==> config.mk <==
export PLATFORM = sky130hd
export DESIGN_NAME = cec_rx_buf_mgr
export DESIGN_NICKNAME = d
export VERILOG_FILES = /design/src/rtl/cec_rxb_pkg.sv /design/src/rtl/cec_rxb_assembler.sv /design/src/rtl/cec_rxb_slot.sv /design/src/rtl/cec_rxb_order.sv /design/src/rtl/cec_rx_buf_mgr.sv
export SDC_FILE = /design/constraint.sdc
export NUM_CORES = 1
export LEC_CHECK = 0
export ABC_AREA = 1
export CAP_MARGIN = 20
export CORE_MARGIN = 2
export CORE_UTILIZATION = 60
export CTS_BUF_LIST = sky130_fd_sc_hd__clkbuf_8
export DETAILED_ROUTE_END_ITERATION = 8
export PLACE_DENSITY_LB_ADDON = 0.1
export SLEW_MARGIN = 20
export SYNTH_ARGS = -nofsm -noshare
export SYNTH_HDL_FRONTEND = slang
export SYNTH_SLANG_ARGS = --single-unit
==> constraint.sdc <==
create_clock -name clk -period 2.8 [get_ports clk]
set_input_delay 0.84 -clock clk [delete_from_list [all_inputs] [get_ports clk]]
set_output_delay 0.84 -clock clk [all_outputs]
set_load 0.03 [all_outputs]
==> src/rtl/cec_rxb_pkg.sv <==
// Shared constants and helpers for the CEC receive buffer manager.
// Assumes byte-wide frames and at most a handful of buffers.
package cec_rxb_pkg;
    localparam int BYTE_W = 8;
    typedef logic [BYTE_W-1:0] cec_byte_t;

    // Index of the lowest set bit; returns 0 when none is set.
    function automatic int lowest_set(input logic [7:0] v, input int n);
        int r;
        r = 0;
        for (int i = n - 1; i >= 0; i--) begin
            if (v[i]) r = i;
        end
        return r;
    endfunction
endpackage

==> src/rtl/cec_rxb_assembler.sv <==
// Frame assembler: picks the target buffer at frame start, steers incoming
// bytes into it, counts them (saturating at the buffer size) and issues a
// commit pulse at a good non-polling end. An abort discards the frame.
// Assumes fr_start may carry the header byte in the same cycle.
module cec_rxb_assembler
    import cec_rxb_pkg::*;
#(
    parameter int NUM_SLOTS  = 3,
    parameter int SLOT_BYTES = 16,
    localparam int SLW = (NUM_SLOTS > 1) ? $clog2(NUM_SLOTS) : 1,
    localparam int IW  = $clog2(SLOT_BYTES),
    localparam int LW  = $clog2(SLOT_BYTES + 1)
) (
    input  logic                 clk,
    input  logic                 rst_n,
    input  logic                 fr_start,
    input  logic                 fr_byte_vld,
    input  cec_byte_t            fr_byte,
    input  logic                 fr_end,
    input  logic                 fr_abort,
    input  logic                 fr_poll,
    input  logic [NUM_SLOTS-1:0] free_en,
    output logic                 wr_vld,
    output logic [SLW-1:0]       wr_slot,
    output logic [IW-1:0]        wr_idx,
    output cec_byte_t            wr_data,
    output logic                 cm_vld,
    output logic [SLW-1:0]       cm_slot,
    output logic [LW-1:0]        cm_len
);
    logic           active_q, has_q;
    logic [SLW-1:0] tgt_q;
    logic [LW-1:0]  cnt_q;

    logic           pick_found;
    logic [SLW-1:0] pick_slot;
    logic           eff_act, eff_has, take;
    logic [SLW-1:0] eff_tgt;
    logic [LW-1:0]  eff_cnt, cnt_after;
    logic [7:0]     free_wide;

    // Lowest free enabled buffer at this instant.
    always_comb begin
        free_wide = '0;
        free_wide[NUM_SLOTS-1:0] = free_en;
        pick_found = |free_en;
        pick_slot  = SLW'(lowest_set(free_wide, NUM_SLOTS));
    end

    // Effective frame context: a start overrides any stale context.
    always_comb begin
        eff_act   = fr_start | active_q;
        eff_has   = fr_start ? pick_found : has_q;
        eff_tgt   = fr_start ? pick_slot : tgt_q;
        eff_cnt   = fr_start ? '0 : cnt_q;
        take      = eff_act & fr_byte_vld & (eff_cnt < LW'(SLOT_BYTES));
        cnt_after = eff_cnt + LW'(take);
    end

    // Byte write and commit outputs.
    always_comb begin
        wr_vld  = take & eff_has;
        wr_slot = eff_tgt;
        wr_idx  = eff_cnt[IW-1:0];
        wr_data = fr_byte;
        cm_vld  = eff_act & fr_end & ~fr_abort & ~fr_poll & eff_has;
        cm_slot = eff_tgt;
        cm_len  = cnt_after;
    end

    // Frame context registers.
    always_ff @(posedge clk) begin
        if (!rst_n) begin
            active_q <= 1'b0;
            has_q    <= 1'b0;
            tgt_q    <= '0;
            cnt_q    <= '0;
        end else begin
            if (fr_end || fr_abort) begin
                active_q <= 1'b0;
            end else if (fr_start) begin
                active_q <= 1'b1;
            end
            if (eff_act) begin
                has_q <= eff_has;
                tgt_q <= eff_tgt;
                cnt_q <= cnt_after;
            end
        end
    end
endmodule

==> src/rtl/cec_rxb_slot.sv <==
// One receive buffer: byte storage, written during assembly, plus the
// committed frame length. A clear returns the length to 0 unless a commit
// into this buffer happens in the same cycle. Contents of a free buffer
// are undefined; only the length tells whether they are meaningful.
module cec_rxb_slot
    import cec_rxb_pkg::*;
#(
    parameter int SLOT_BYTES = 16,
    localparam int IW = $clog2(SLOT_BYTES),
    localparam int LW = $clog2(SLOT_BYTES + 1)
) (
    input  logic          clk,
    input  logic          rst_n,
    input  logic          wr_en,
    input  logic [IW-1:0] wr_idx,
    input  cec_byte_t     wr_data,
    input  logic          commit,
    input  logic [LW-1:0] commit_len,
    input  logic          clr,
    input  logic [IW-1:0] rd_idx,
    output cec_byte_t     rd_data,
    output logic [LW-1:0] len
);
    cec_byte_t mem [SLOT_BYTES];

    // Byte storage write port.
    always_ff @(posedge clk) begin
        if (wr_en) mem[wr_idx] <= wr_data;
    end

    // Committed length register.
    always_ff @(posedge clk) begin
        if (!rst_n)      len <= '0;
        else if (commit) len <= commit_len;
        else if (clr)    len <= '0;
    end

    // Host read port.
    always_comb rd_data = mem[rd_idx];
endmodule

==> src/rtl/cec_rxb_order.sv <==
// Occupancy, arrival stamps and latched ready bits for all buffers.
// Stamps run 1..N oldest to newest; clears compact the survivors, and a
// newly committed frame takes (survivor count + 1). Clears apply before a
// commit in the same cycle.
module cec_rxb_order #(
    parameter int NUM_SLOTS = 3,
    localparam int SLW = (NUM_SLOTS > 1) ? $clog2(NUM_SLOTS) : 1,
    localparam int SW  = $clog2(NUM_SLOTS + 1)
) (
    input  logic                          clk,
    input  logic                          rst_n,
    input  logic [NUM_SLOTS-1:0]          clr,
    input  logic [NUM_SLOTS-1:0]          irq_mask,
    input  logic                          cm_vld,
    input  logic [SLW-1:0]                cm_slot,
    output logic [NUM_SLOTS-1:0]          occ,
    output logic [NUM_SLOTS-1:0]          rdy,
    output logic [NUM_SLOTS-1:0][SW-1:0]  stamp
);
    logic [NUM_SLOTS-1:0]         surv, gone, occ_n, rdy_n;
    logic [NUM_SLOTS-1:0][SW-1:0] stamp_n;
    logic [SW-1:0]                surv_cnt;

    // Next-state computation for occupancy, stamps and ready bits.
    always_comb begin
        surv     = occ & ~clr;
        gone     = occ & clr;
        surv_cnt = '0;
        for (int i = 0; i < NUM_SLOTS; i++) begin
            surv_cnt = surv_cnt + SW'(surv[i]);
        end
        for (int i = 0; i < NUM_SLOTS; i++) begin
            logic [SW-1:0] dec;
            dec = '0;
            for (int j = 0; j < NUM_SLOTS; j++) begin
                if (gone[j] && (stamp[j] < stamp[i])) dec = dec + 1'b1;
            end
            occ_n[i]   = surv[i];
            stamp_n[i] = surv[i] ? (stamp[i] - dec) : '0;
            rdy_n[i]   = rdy[i] & ~clr[i];
            if (cm_vld && (int'(cm_slot) == i)) begin
                occ_n[i]   = 1'b1;
                stamp_n[i] = surv_cnt + 1'b1;
                rdy_n[i]   = irq_mask[i];
            end
        end
    end

    // State registers.
    always_ff @(posedge clk) begin
        if (!rst_n) begin
            occ   <= '0;
            rdy   <= '0;
            stamp <= '0;
        end else begin
            occ   <= occ_n;
            rdy   <= rdy_n;
            stamp <= stamp_n;
        end
    end
endmodule

==> src/rtl/cec_rx_buf_mgr.sv <==
// Top level of the CEC multi-buffer receive manager. Wires the assembler,
// the per-buffer storage and the order tracker, builds the enable mask
// from the enable count, and provides the host read mux, interrupt and
// acknowledge permission. Assumes the receiver consults ack_ok before
// acknowledging a non-polling frame.
module cec_rx_buf_mgr
    import cec_rxb_pkg::*;
#(
    parameter int NUM_SLOTS  = 3,
    parameter int SLOT_BYTES = 16,
    localparam int SLW = (NUM_SLOTS > 1) ? $clog2(NUM_SLOTS) : 1,
    localparam int IW  = $clog2(SLOT_BYTES),
    localparam int LW  = $clog2(SLOT_BYTES + 1),
    localparam int SW  = $clog2(NUM_SLOTS + 1)
) (
    input  logic                 clk,
    input  logic                 rst_n,
    input  logic                 fr_start,
    input  logic                 fr_byte_vld,
    input  logic [7:0]           fr_byte,
    input  logic                 fr_end,
    input  logic                 fr_abort,
    input  logic                 fr_poll,
    input  logic [NUM_SLOTS-1:0] slot_clr,
    input  logic [SW-1:0]        slot_en_cnt,
    input  logic [NUM_SLOTS-1:0] irq_mask,
    input  logic [SLW-1:0]       rd_slot,
    input  logic [IW-1:0]        rd_idx,
    output logic [7:0]           rd_data,
    output logic [LW-1:0]        rd_len,
    output logic [SW-1:0]        rd_stamp,
    output logic [NUM_SLOTS-1:0] rdy_st,
    output logic                 irq,
    output logic                 ack_ok
);
    logic [NUM_SLOTS-1:0]         en_mask, free_en, occ;
    logic [NUM_SLOTS-1:0][SW-1:0] stamp;
    logic                         wr_vld, cm_vld;
    logic [SLW-1:0]               wr_slot, cm_slot;
    logic [IW-1:0]                wr_idx;
    cec_byte_t                    wr_data;
    logic [LW-1:0]                cm_len;
    cec_byte_t                    slot_rd [NUM_SLOTS];
    logic [LW-1:0]                slot_len [NUM_SLOTS];

    // Enabled buffers: at least buffer 0, at most all of them.
    always_comb begin
        for (int i = 0; i < NUM_SLOTS; i++) begin
            en_mask[i] = (i == 0) || (i < int'(slot_en_cnt));
        end
        free_en = ~occ & en_mask;
    end

    cec_rxb_assembler #(
        .NUM_SLOTS (NUM_SLOTS),
        .SLOT_BYTES(SLOT_BYTES)
    ) u_asm (
        .clk        (clk),
        .rst_n      (rst_n),
        .fr_start   (fr_start),
        .fr_byte_vld(fr_byte_vld),
        .fr_byte    (fr_byte),
        .fr_end     (fr_end),
        .fr_abort   (fr_abort),
        .fr_poll    (fr_poll),
        .free_en    (free_en),
        .wr_vld     (wr_vld),
        .wr_slot    (wr_slot),
        .wr_idx     (wr_idx),
        .wr_data    (wr_data),
        .cm_vld     (cm_vld),
        .cm_slot    (cm_slot),
        .cm_len     (cm_len)
    );

    for (genvar g = 0; g < NUM_SLOTS; g++) begin : g_slot
        cec_rxb_slot #(.SLOT_BYTES(SLOT_BYTES)) u_slot (
            .clk       (clk),
            .rst_n     (rst_n),
            .wr_en     (wr_vld && (int'(wr_slot) == g)),
            .wr_idx    (wr_idx),
            .wr_data   (wr_data),
            .commit    (cm_vld && (int'(cm_slot) == g)),
            .commit_len(cm_len),
            .clr       (slot_clr[g]),
            .rd_idx    (rd_idx),
            .rd_data   (slot_rd[g]),
            .len       (slot_len[g])
        );
    end

    cec_rxb_order #(.NUM_SLOTS(NUM_SLOTS)) u_order (
        .clk     (clk),
        .rst_n   (rst_n),
        .clr     (slot_clr),
        .irq_mask(irq_mask),
        .cm_vld  (cm_vld),
        .cm_slot (cm_slot),
        .occ     (occ),
        .rdy     (rdy_st),
        .stamp   (stamp)
    );

    // Host read mux; an out-of-range buffer number reads as zero.
    always_comb begin
        rd_data  = '0;
        rd_len   = '0;
        rd_stamp = '0;
        for (int i = 0; i < NUM_SLOTS; i++) begin
            if (int'(rd_slot) == i) begin
                rd_data  = slot_rd[i];
                rd_len   = slot_len[i];
                rd_stamp = stamp[i];
            end
        end
    end

    // Host interrupt and receiver acknowledge permission.
    always_comb begin
        irq    = |(rdy_st & irq_mask);
        ack_ok = |free_en;
    end
endmodule

# After elaboration in Yosys (flattened, before gate mapping)
# Memory sizes are Yosys's and may differ from the RTL's.
# Cells that the tools add are included.
# W data, S select, Z words.
[word_totals]
ff_bits = 36
latch_bits = 0
mem_bits_rw = 384
romBits = 0
input_bits = 29
elab_cells = 139
n_memories = 3
[classes]
n_addsub = 13
multipliers = 0
n_div = 0
n_lt_le_gt_ge = 12
n_eq_ne = 4
shift = 0
muxes = 48
bitwise = 23
n_reduce_logical = 24
[memory_table]
columns = ["name", "depth", "word_bits", "read_ports", "rd_ports_with_merged_regs", "wr", "line_no", "rtl"]
rows = [
  ["g_slot[0].u_slot.mem", 16, 8, 1, 0, 1, "cec_rxb_slot.sv:24", "cec_byte_t mem [SLOT_BYTES];"],
  ["g_slot[1].u_slot.mem", 16, 8, 1, 0, 1, "cec_rxb_slot.sv:24", ""],
  ["g_slot[2].u_slot.mem", 16, 8, 1, 0, 1, "cec_rxb_slot.sv:24", ""],
]
[op_table]
columns = ["op", "count"]
rows = [
  ["$mux W5", 10],
  ["$mux W2", 19],
  ["$mux W8", 3],
  ["$lt A2 B2 Y1", 9],
  ["$mux W1", 16],
  ["$logic_and A1 B1 Y1", 15],
  ["$and A3 B3 Y3", 4],
  ["$and A1 B1 Y1", 10],
  ["$add A2 B1 Y2 const B", 4],
  ["$eq A2 B2 Y1 const B", 4],
  ["$add A1 B1 Y2 const B", 3],
  ["$not A1 Y1", 6],
  ["$not A3 Y3", 2],
  ["$reduce_bool A2 Y1", 3],
  ["$reduce_or A3 Y1", 2],
  ["$sub A2 B2 Y2", 3],
  ["$add A5 B1 Y5", 1],
  ["$lt A5 B5 Y1 const B", 1],
  ["$logic_not A2 Y1", 2],
  ["$add A1 B1 Y2", 1],
  ["$add A2 B1 Y2", 1],
  ["$lt A1 B2 Y1 const A", 1],
  ["$lt A2 B2 Y1 const A", 1],
  ["$reduce_or A2 Y1", 1],
  ["other kinds (2)", 2],
]

# Longest topological paths before layout
# Gate-level depths: netlist of run 1.
[depth]
depth_word = 10
ltp_mapped = 13
depth_no_buf = 13

# Cells and area by module
# From an unflattened synthesis of run 1, not the netlist that was laid out.
[hier_totals]
cells_unflattened = 1995
area_unflattened_um2 = 19348.6
[modules_own_cells]
columns = ["module", "instances", "cells_per_inst", "area_per_inst_um2", "seq_area_each_um2"]
rows = [
  ["cec_rxb_slot at g_slot[1].u_slot ...", 2, 565, 5776.8, 3943.8],
  ["cec_rxb_slot at g_slot[0].u_slot", 1, 565, 5780.5, 3943.8],
  ["cec_rxb_order", 1, 121, 880.8, 240.2],
  ["cec_rxb_assembler", 1, 87, 655.6, 180.2],
  ["cec_rx_buf_mgr", 1, 92, 478.0, 0.0],
]

# Worst setup path before layout of run 1
# OpenSTA, ideal clock, no wires.
[synth_path]
kind = "input -> output"
start = "input rd_idx[1]"
end = "output rd_data[6]"
arrival_time_ns = 2.016
slack_ns = -0.056
path_stages = 9
path_cell_list = "buf_2 -> buf_2 -> buf_1 -> nand2_1 -> nand3_1 -> nand3_1 -> nand2_1 -> nand2_1 -> nand3_1"
[synth_between]
elab_chain_cells = 4
[synth_rtl]
columns = ["item", "line_no", "rtl"]
rows = [
  ["from (decl)", "cec_rx_buf_mgr.sv:28", "input logic [IW-1:0] rd_idx,"],
  ["$mem_v2 Z16 W8", "--", ""],
  ["$mux W8 (2 in a row)", "cec_rx_buf_mgr.sv:110", "if (int'(rd_slot) == i) begin"],
  ["$mux W8 *", "cec_rx_buf_mgr.sv:110", ""],
  ["to (decl)", "cec_rx_buf_mgr.sv:29", "output logic [7:0] rd_data,"],
]
# Every way passes the cells marked *; elsewhere a longest branch is shown, timed or not.

# Worst setup path after layout of run 1
[layout_path]
start = "input rd_idx[0]"
end = "output rd_data[7]"
# The elaborated chain is that of the path after synthesis.

==> metrics.cfg, run 1 <==
[logic_synthesis]
ys_types = 33
ys_ff_latch = 420
synth_warnings = 0
synth_edf_count = 384
syn_avg_cell_area_um2 = 9.98
synth_cells = 1857
dominantRegCellSynth = edfxtp_1
syn_area_um2 = 18500
synthArstFlopShare_pct = 0
syn_nets = 1902
synth-seq-area-share_pct = 66.1

[timing]
fmax_ghz = 0.326
skew_ps = 30.3
max_slew_margin_pct = 40.2
max_slew.worst_pin.slew_ps = 896
setup_viol = 8
finalHoldViolCount = 0
post-route-period-util_pct = 110
rsz0062_at_grt = yes
fin_ws_ps = -269
maxSlewViolCount = 0
tns_ps = -1770
fin_crit_ps = 3070

[routing]
wl_per_cell_um = 20.5
drt-total-wl_um = 51600
drc = 0
vias = 14151
first_iter_violations = 1604
vias_per_cell = 5.63
ant_nets = 0
drt_first_pass_iters = 5

[cells_and_area]
fin_area_um2 = 23000
antennaDiodeCount = 0
drive_gt1_share_pct = 19.8
fin_util_pct = 75.4
regArea_um2 = 12300
fill_cells = 2045
syn2layout_area_growth_pct = 24.2
multi_input_area_um2 = 5620
finalNonFillerCells = 2515
nets = 2112

[clock_network]
cts_hold_buf = 0
htree_levels = 3
cts.sinks = 420
clk_latency_ps = 590
path_clk_slew_ps = 60
cts_inserted_buffers = 68
clock_path_buffers = 3
ctsRootBufferMaster = clkbuf_8
cts_tree = built

[worst_setup_path]
required_ps = 1960
r2r_setup_slack_ps = 540
crit_path_end_kind = output pin
startpoint_type = input port
path_max_fanout = 8
crit_arrival_ps = 2230
path_class = input port to output pin

[grt]
grt_max_degree = 49
track_usage_pct = 31.0
grt_pass1_vias = 13777
overflow = 0
antenna_found_initial = 0
grt_pass1_wl_um = 76200

[floorplan]
io_pins = 49
die-area_um2 = 32300
fp.coreArea_um2 = 30500
start_util_pct = 60.7
fp.dieH_um = 180
die_x_um = 180
rows = 64

[place]
gp_congestion = 0.899
dpl_cell_area_um2 = 20600
place_inst = 2366
port_buffers = 48
hpwl_um = 30700

[power]
leakagePower_nw = 9.66
total_power_w = 0.0129
peakVddDrop_mv = 0.509
p_per_area_nw_per_um2 = 563

[job]
drv_cap = 0

[worst_hold_path]
worst_hold_path_type = flop to flop

[status]
status = complete, but fails checks
violations = setup timing

synthesized netlist by cell type (8+ instances only):
cell type	instances	share of area, %
o21ai_0	23	0.62
a21oi_1	28	0.76
ha_1	16	1.1
nor2_2	8	0.27
buf_2	40	1.1
dfxtp_1	36	3.9
nand3_1	268	7.2
inv_1	178	3.6
nor2_1	105	2.1
clkbuf_1	34	0.69
buf_1	11	0.22
edfxtp_1	384	62
nand2_1	673	14
sequential cells by signal, indices dropped and copies added (netlist names), 2 cells and up:
signal,flops
u_order.occ,3
u_asm.cnt_q,5
g_slot.u_slot.len,15
u_asm.tgt_q,2
u_order.rdy,3
g_slot.u_slot.mem,384
u_order.stamp,6
metrics by stage:
stage | hold WS [ps] | setup WS [ps]
final | 480 | -269
after floorplan | 457 | 48.7
after global routing | 495 | -330
after detailed placement | 473 | -389
after CTS | 480 | -192
after global placement | 467 | -394
placed cells by master, fill, tap and decap left out, drive strengths merged:
cell,instances
dfxtp,36
ha,16
xor2,5
clkinv,27
nand4,1
bufinv,1
bufbuf,5
a21oi,29
nand3b,1
inv,206
and3,2
a211oi,4
nor2,115
nand3,270
or2,1
buf,195
clkbuf,77
clkdlybuf4s50,17
nor3,3
nor4,2
o21ai,26
nand2,683
clkinvlp,5
dlygate4sd2,3
edfxtp,384
xnor2,5
cell families (layout without fill, tap and decap cells):
group                      count (synthesis)  after routing  share of synthesized area [%]
xor gates and xnor gates                  10             10                          0.473
AOI/OAI and AO/OA                         59             59                           1.77
DFF                                      420            420                           66.1
and+or+nand+nor                         1078           1078                           24.5
adders and majority gates                 16             16                           1.08
buffers and inverters                    274            536                           6.09
final cells by class:
cell class                 count  area share, %
multi-input combinational   1163           24.4
sequential                   420           53.2
tap                          396           2.15
clock buffer                  68           4.07
timing repair inverter         2         0.0979
clock inverter                54           1.20
timing repair buffer         229           11.7
inverter                     183           3.16
worst max-delay path, cell delays in order:
cell and delay (ps):
buf_16 160, clkinv_16 100, buf_16 150, buf_4 140, nand2_1 50, nand2_1 50
nand2_1 100, nand3_2 100, nand3_4 130, nand2_2 70, nand2_2 80, nand3_2 90
buf_12 150
final timing paths:
kind                                                end  cells after the start               startpoint
worst min register to register  g_slot[1].u_slot.len[4]                      2  g_slot[1].u_slot.len[4]
worst max register to register         u_order.stamp[5]                     11         u_order.stamp[5]
worst max-delay path                         rd_data[7]                     13                rd_idx[0]
worst min-delay path            g_slot[1].u_slot.len[4]                      2  g_slot[1].u_slot.len[4]
what timing repair did:
item                                   4_1_cts  5_1_grt
buffers inserted                             5        0
cloned                                      10       12
setup endpoints to repair                   15        9
resized for setup                           94       57
endpoints found under the hold margin        0        0
pin swaps                                   18       24
where the power goes:
group | total, W | leakage, nW | internal, W | switching (W)
combinational | 0.00125 | 5.24 | 0.000487 | 0.000767
sequential | 0.00686 | 3.74 | 0.00685 | 0.00000594
clock | 0.00483 | 0.678 | 0.00239 | 0.00244
routing by layer:
metal	wire, um	track usage [%]	part of all wire (%)
met5	0	0	0
met4	2730	17.3	5.3
met3	4660	5.04	9.0
met2	24500	49.2	47
met1	19700	41.1	38
(Power assumes the default switching activity.)
==> run 2, diff against run 1 <==
--- a/config.mk
+++ b/config.mk
@@ -11,6 +11,7 @@
 export CORE_UTILIZATION = 60
 export CTS_BUF_LIST = sky130_fd_sc_hd__clkbuf_8
 export DETAILED_ROUTE_END_ITERATION = 8
+export MAX_ROUTING_LAYER = met4
 export PLACE_DENSITY_LB_ADDON = 0.1
 export SLEW_MARGIN = 20
 export SYNTH_ARGS = -nofsm -noshare
==> run 2 against run 1 <==
Net effect: the run still ends with setup timing left; cell area up 0.94%; global-route usage up 2.7 points; combinational power up 4%; sequential cell count unchanged; utilization up 0.71 points; first-iteration DRC count up 11%; sequential power about the same; register-to-register slack better by 20 ps; hold slack worse by 1.3 ps; count of clock-buffer cells in the layout up 6.
==> metrics.cfg, run 2 (synthesis gave the netlist of run 1 again) <==
[floorplan]
die-area_um2 = 32300
die_x_um = 180
io_pins = 49
fp.coreArea_um2 = 30500
start_util_pct = 60.7
rows = 64
fp.dieH_um = 180

[place]
gp_congestion = 0.904
port_buffers = 48
hpwl_um = 30800
place_inst = 2377
post-place-ws_ps = -371

[power]
clkPwrFrac_pct = 37.4
power_frac_seq_pct = 52.6
power_switching_share_pct = 24.7
p_comb_share_pct = 10.0
intPower_w = 0.00981
p_sw_w = 0.00322
leakagePower_nw = 9.81
p_per_area_nw_per_um2 = 561
peakVddDrop_mv = 0.384

[routing]
vias_per_cell = 5.67
ant_nets = 0
vias = 14357
drt_first_pass_iters = 6
first_iter_violations = 1775
drc = 0
wl_per_cell_um = 20.9
drt-total-wl_um = 52800

[grt]
overflow = 0
grt_pass1_wl_um = 80000
antenna_found_initial = 0
track_usage_pct = 33.6
grt_pass1_vias = 14064
grt_max_degree = 49

[timing]
finalHoldViolCount = 0
fin_crit_ps = 3140
skew_ps = 21.9
maxSlewViolCount = 0
post-route-period-util_pct = 112
max_slew.worst_pin.slew_ps = 933
rsz0062_at_grt = yes
fmax_ghz = 0.318
max_slew_margin_pct = 37.8
fin_ws_ps = -341
setup_viol = 8

[worst_setup_path]
slowest_delay_ps = 180
path_class = input port to output pin
cp_slowest_cell = buf_16
crit_buf_inv = 4
required_ps = 1960
crit_arrival_ps = 2300
startpoint_type = input port
path_max_fanout = 21
crit_path_end_kind = output pin
cpMostUsedCell = nand2_1
crit_chain = buf_16 > buf_12 > buf_16 > nand2_1 > nand2_1 > nand2_1 > nand3_1 > nand3_2 > nand2_1 > nand2_1 > nand3_4 > buf_12
cpLargestDelayFamily = simple AND/OR/NAND/NOR gates

[cells_and_area]
mostFrequentLayoutCell = nand2_1
largest_register_ffs = 384
regMostFlops = g_slot.u_slot.mem
nets = 2126
syn2layout_area_growth_pct = 25.3
fin_util_pct = 76.1
antennaDiodeCount = 0
final_cell_mix = nand2_1 (635), edfxtp_1 (384), nand3_1 (212), inv_1 (201), buf_4 (141)
drive_gt1_share_pct = 21.0
finalNonFillerCells = 2530
reg_top3 = g_slot.u_slot.mem: 384 flops, g_slot.u_slot.len: 15 flops, u_order.stamp: 6 flops

[status]
status = complete, but fails checks
violations = setup timing

[job]
drv_cap = 0

[clock_network]
clk_latency_ps = 590
cts.sinks = 420
cts_inserted_buffers = 70
htree_levels = 3
clock_path_buffers = 3
ctsRootBufferMaster = clkbuf_8
cts_tree = built
path_clk_slew_ps = 60
cts_hold_buf = 0

[worst_hold_path]
worst_hold_path_type = flop to flop

run 2: metal layers:
layer,up-vias,wire (um),global-route usage (%)
li1,6586,-,-
met1,6798,20200,43.0
met2,806,25100,53.0
met3,167,4870,5.02
met4,0,2680,16.8
met5,-,0,-
run 2: layout make-up:
| class | instances | area [um2] |
|---|---|---|
| Sequential cell | 420 | 12300 |
| Fill cell | 1994 | 7290 |
| Tap cell | 396 | 495 |
| Multi-Input combinational cell | 1163 | 5690 |
| Timing Repair Buffer | 241 | 2820 |
| Timing Repair inverter | 2 | 27.5 |
| Inverter | 183 | 711 |
| Clock buffer | 74 | 1020 |
| Clock inverter | 51 | 216 |
run 2: worst min-delay path: cells and delay by family (launching register included):
kind / cells / cell delay, ps
compound gates: 1 / 50
simple gates: 1 / 70
flops: 1 / 310
run 2: repair_timing:
action / 4_1_cts / 5_1_grt
setup buffers: 9 / 0
pin swaps: 23 / 11
setup endpoints to repair: 15 / 9
cloned: 18 / 1
gates resized for setup: 130 / 46
run 2: per-stage QoR:
step                      total power, W  area [um2]  hold slack, ps  TNS (ps)
after floorplan                  0.00747       18600             457         0
after global placement           0.00800       20700             466    -10240
after detailed placement         0.00802       20700             470    -23150
after CTS                         0.0130       23000             479     -1650
after global routing              0.0134       23200             501     -2310
final                             0.0130       23200             479     -2050
run 2: final timing paths:
kind	start	to	slack, ps	depth (start not counted)
max	rd_idx[0]	rd_data[0]	-340	12
min	g_slot[0].u_slot.len[4]	g_slot[0].u_slot.len[4]	480	2
max reg2reg	u_order.stamp[5]	u_order.stamp[5]	560	11
min reg2reg	g_slot[0].u_slot.len[4]	g_slot[0].u_slot.len[4]	480	2
run 2: power groups by stage:
stage	Sequential [W]	Combinational, W	Clock [W]
floorplan	0.00699	0.000485	0
global placement	0.00699	0.00101	0
detailed placement	0.00699	0.00103	0
CTS	0.00686	0.00124	0.00488
global route	0.00686	0.00137	0.00519
finish	0.00686	0.00130	0.00487
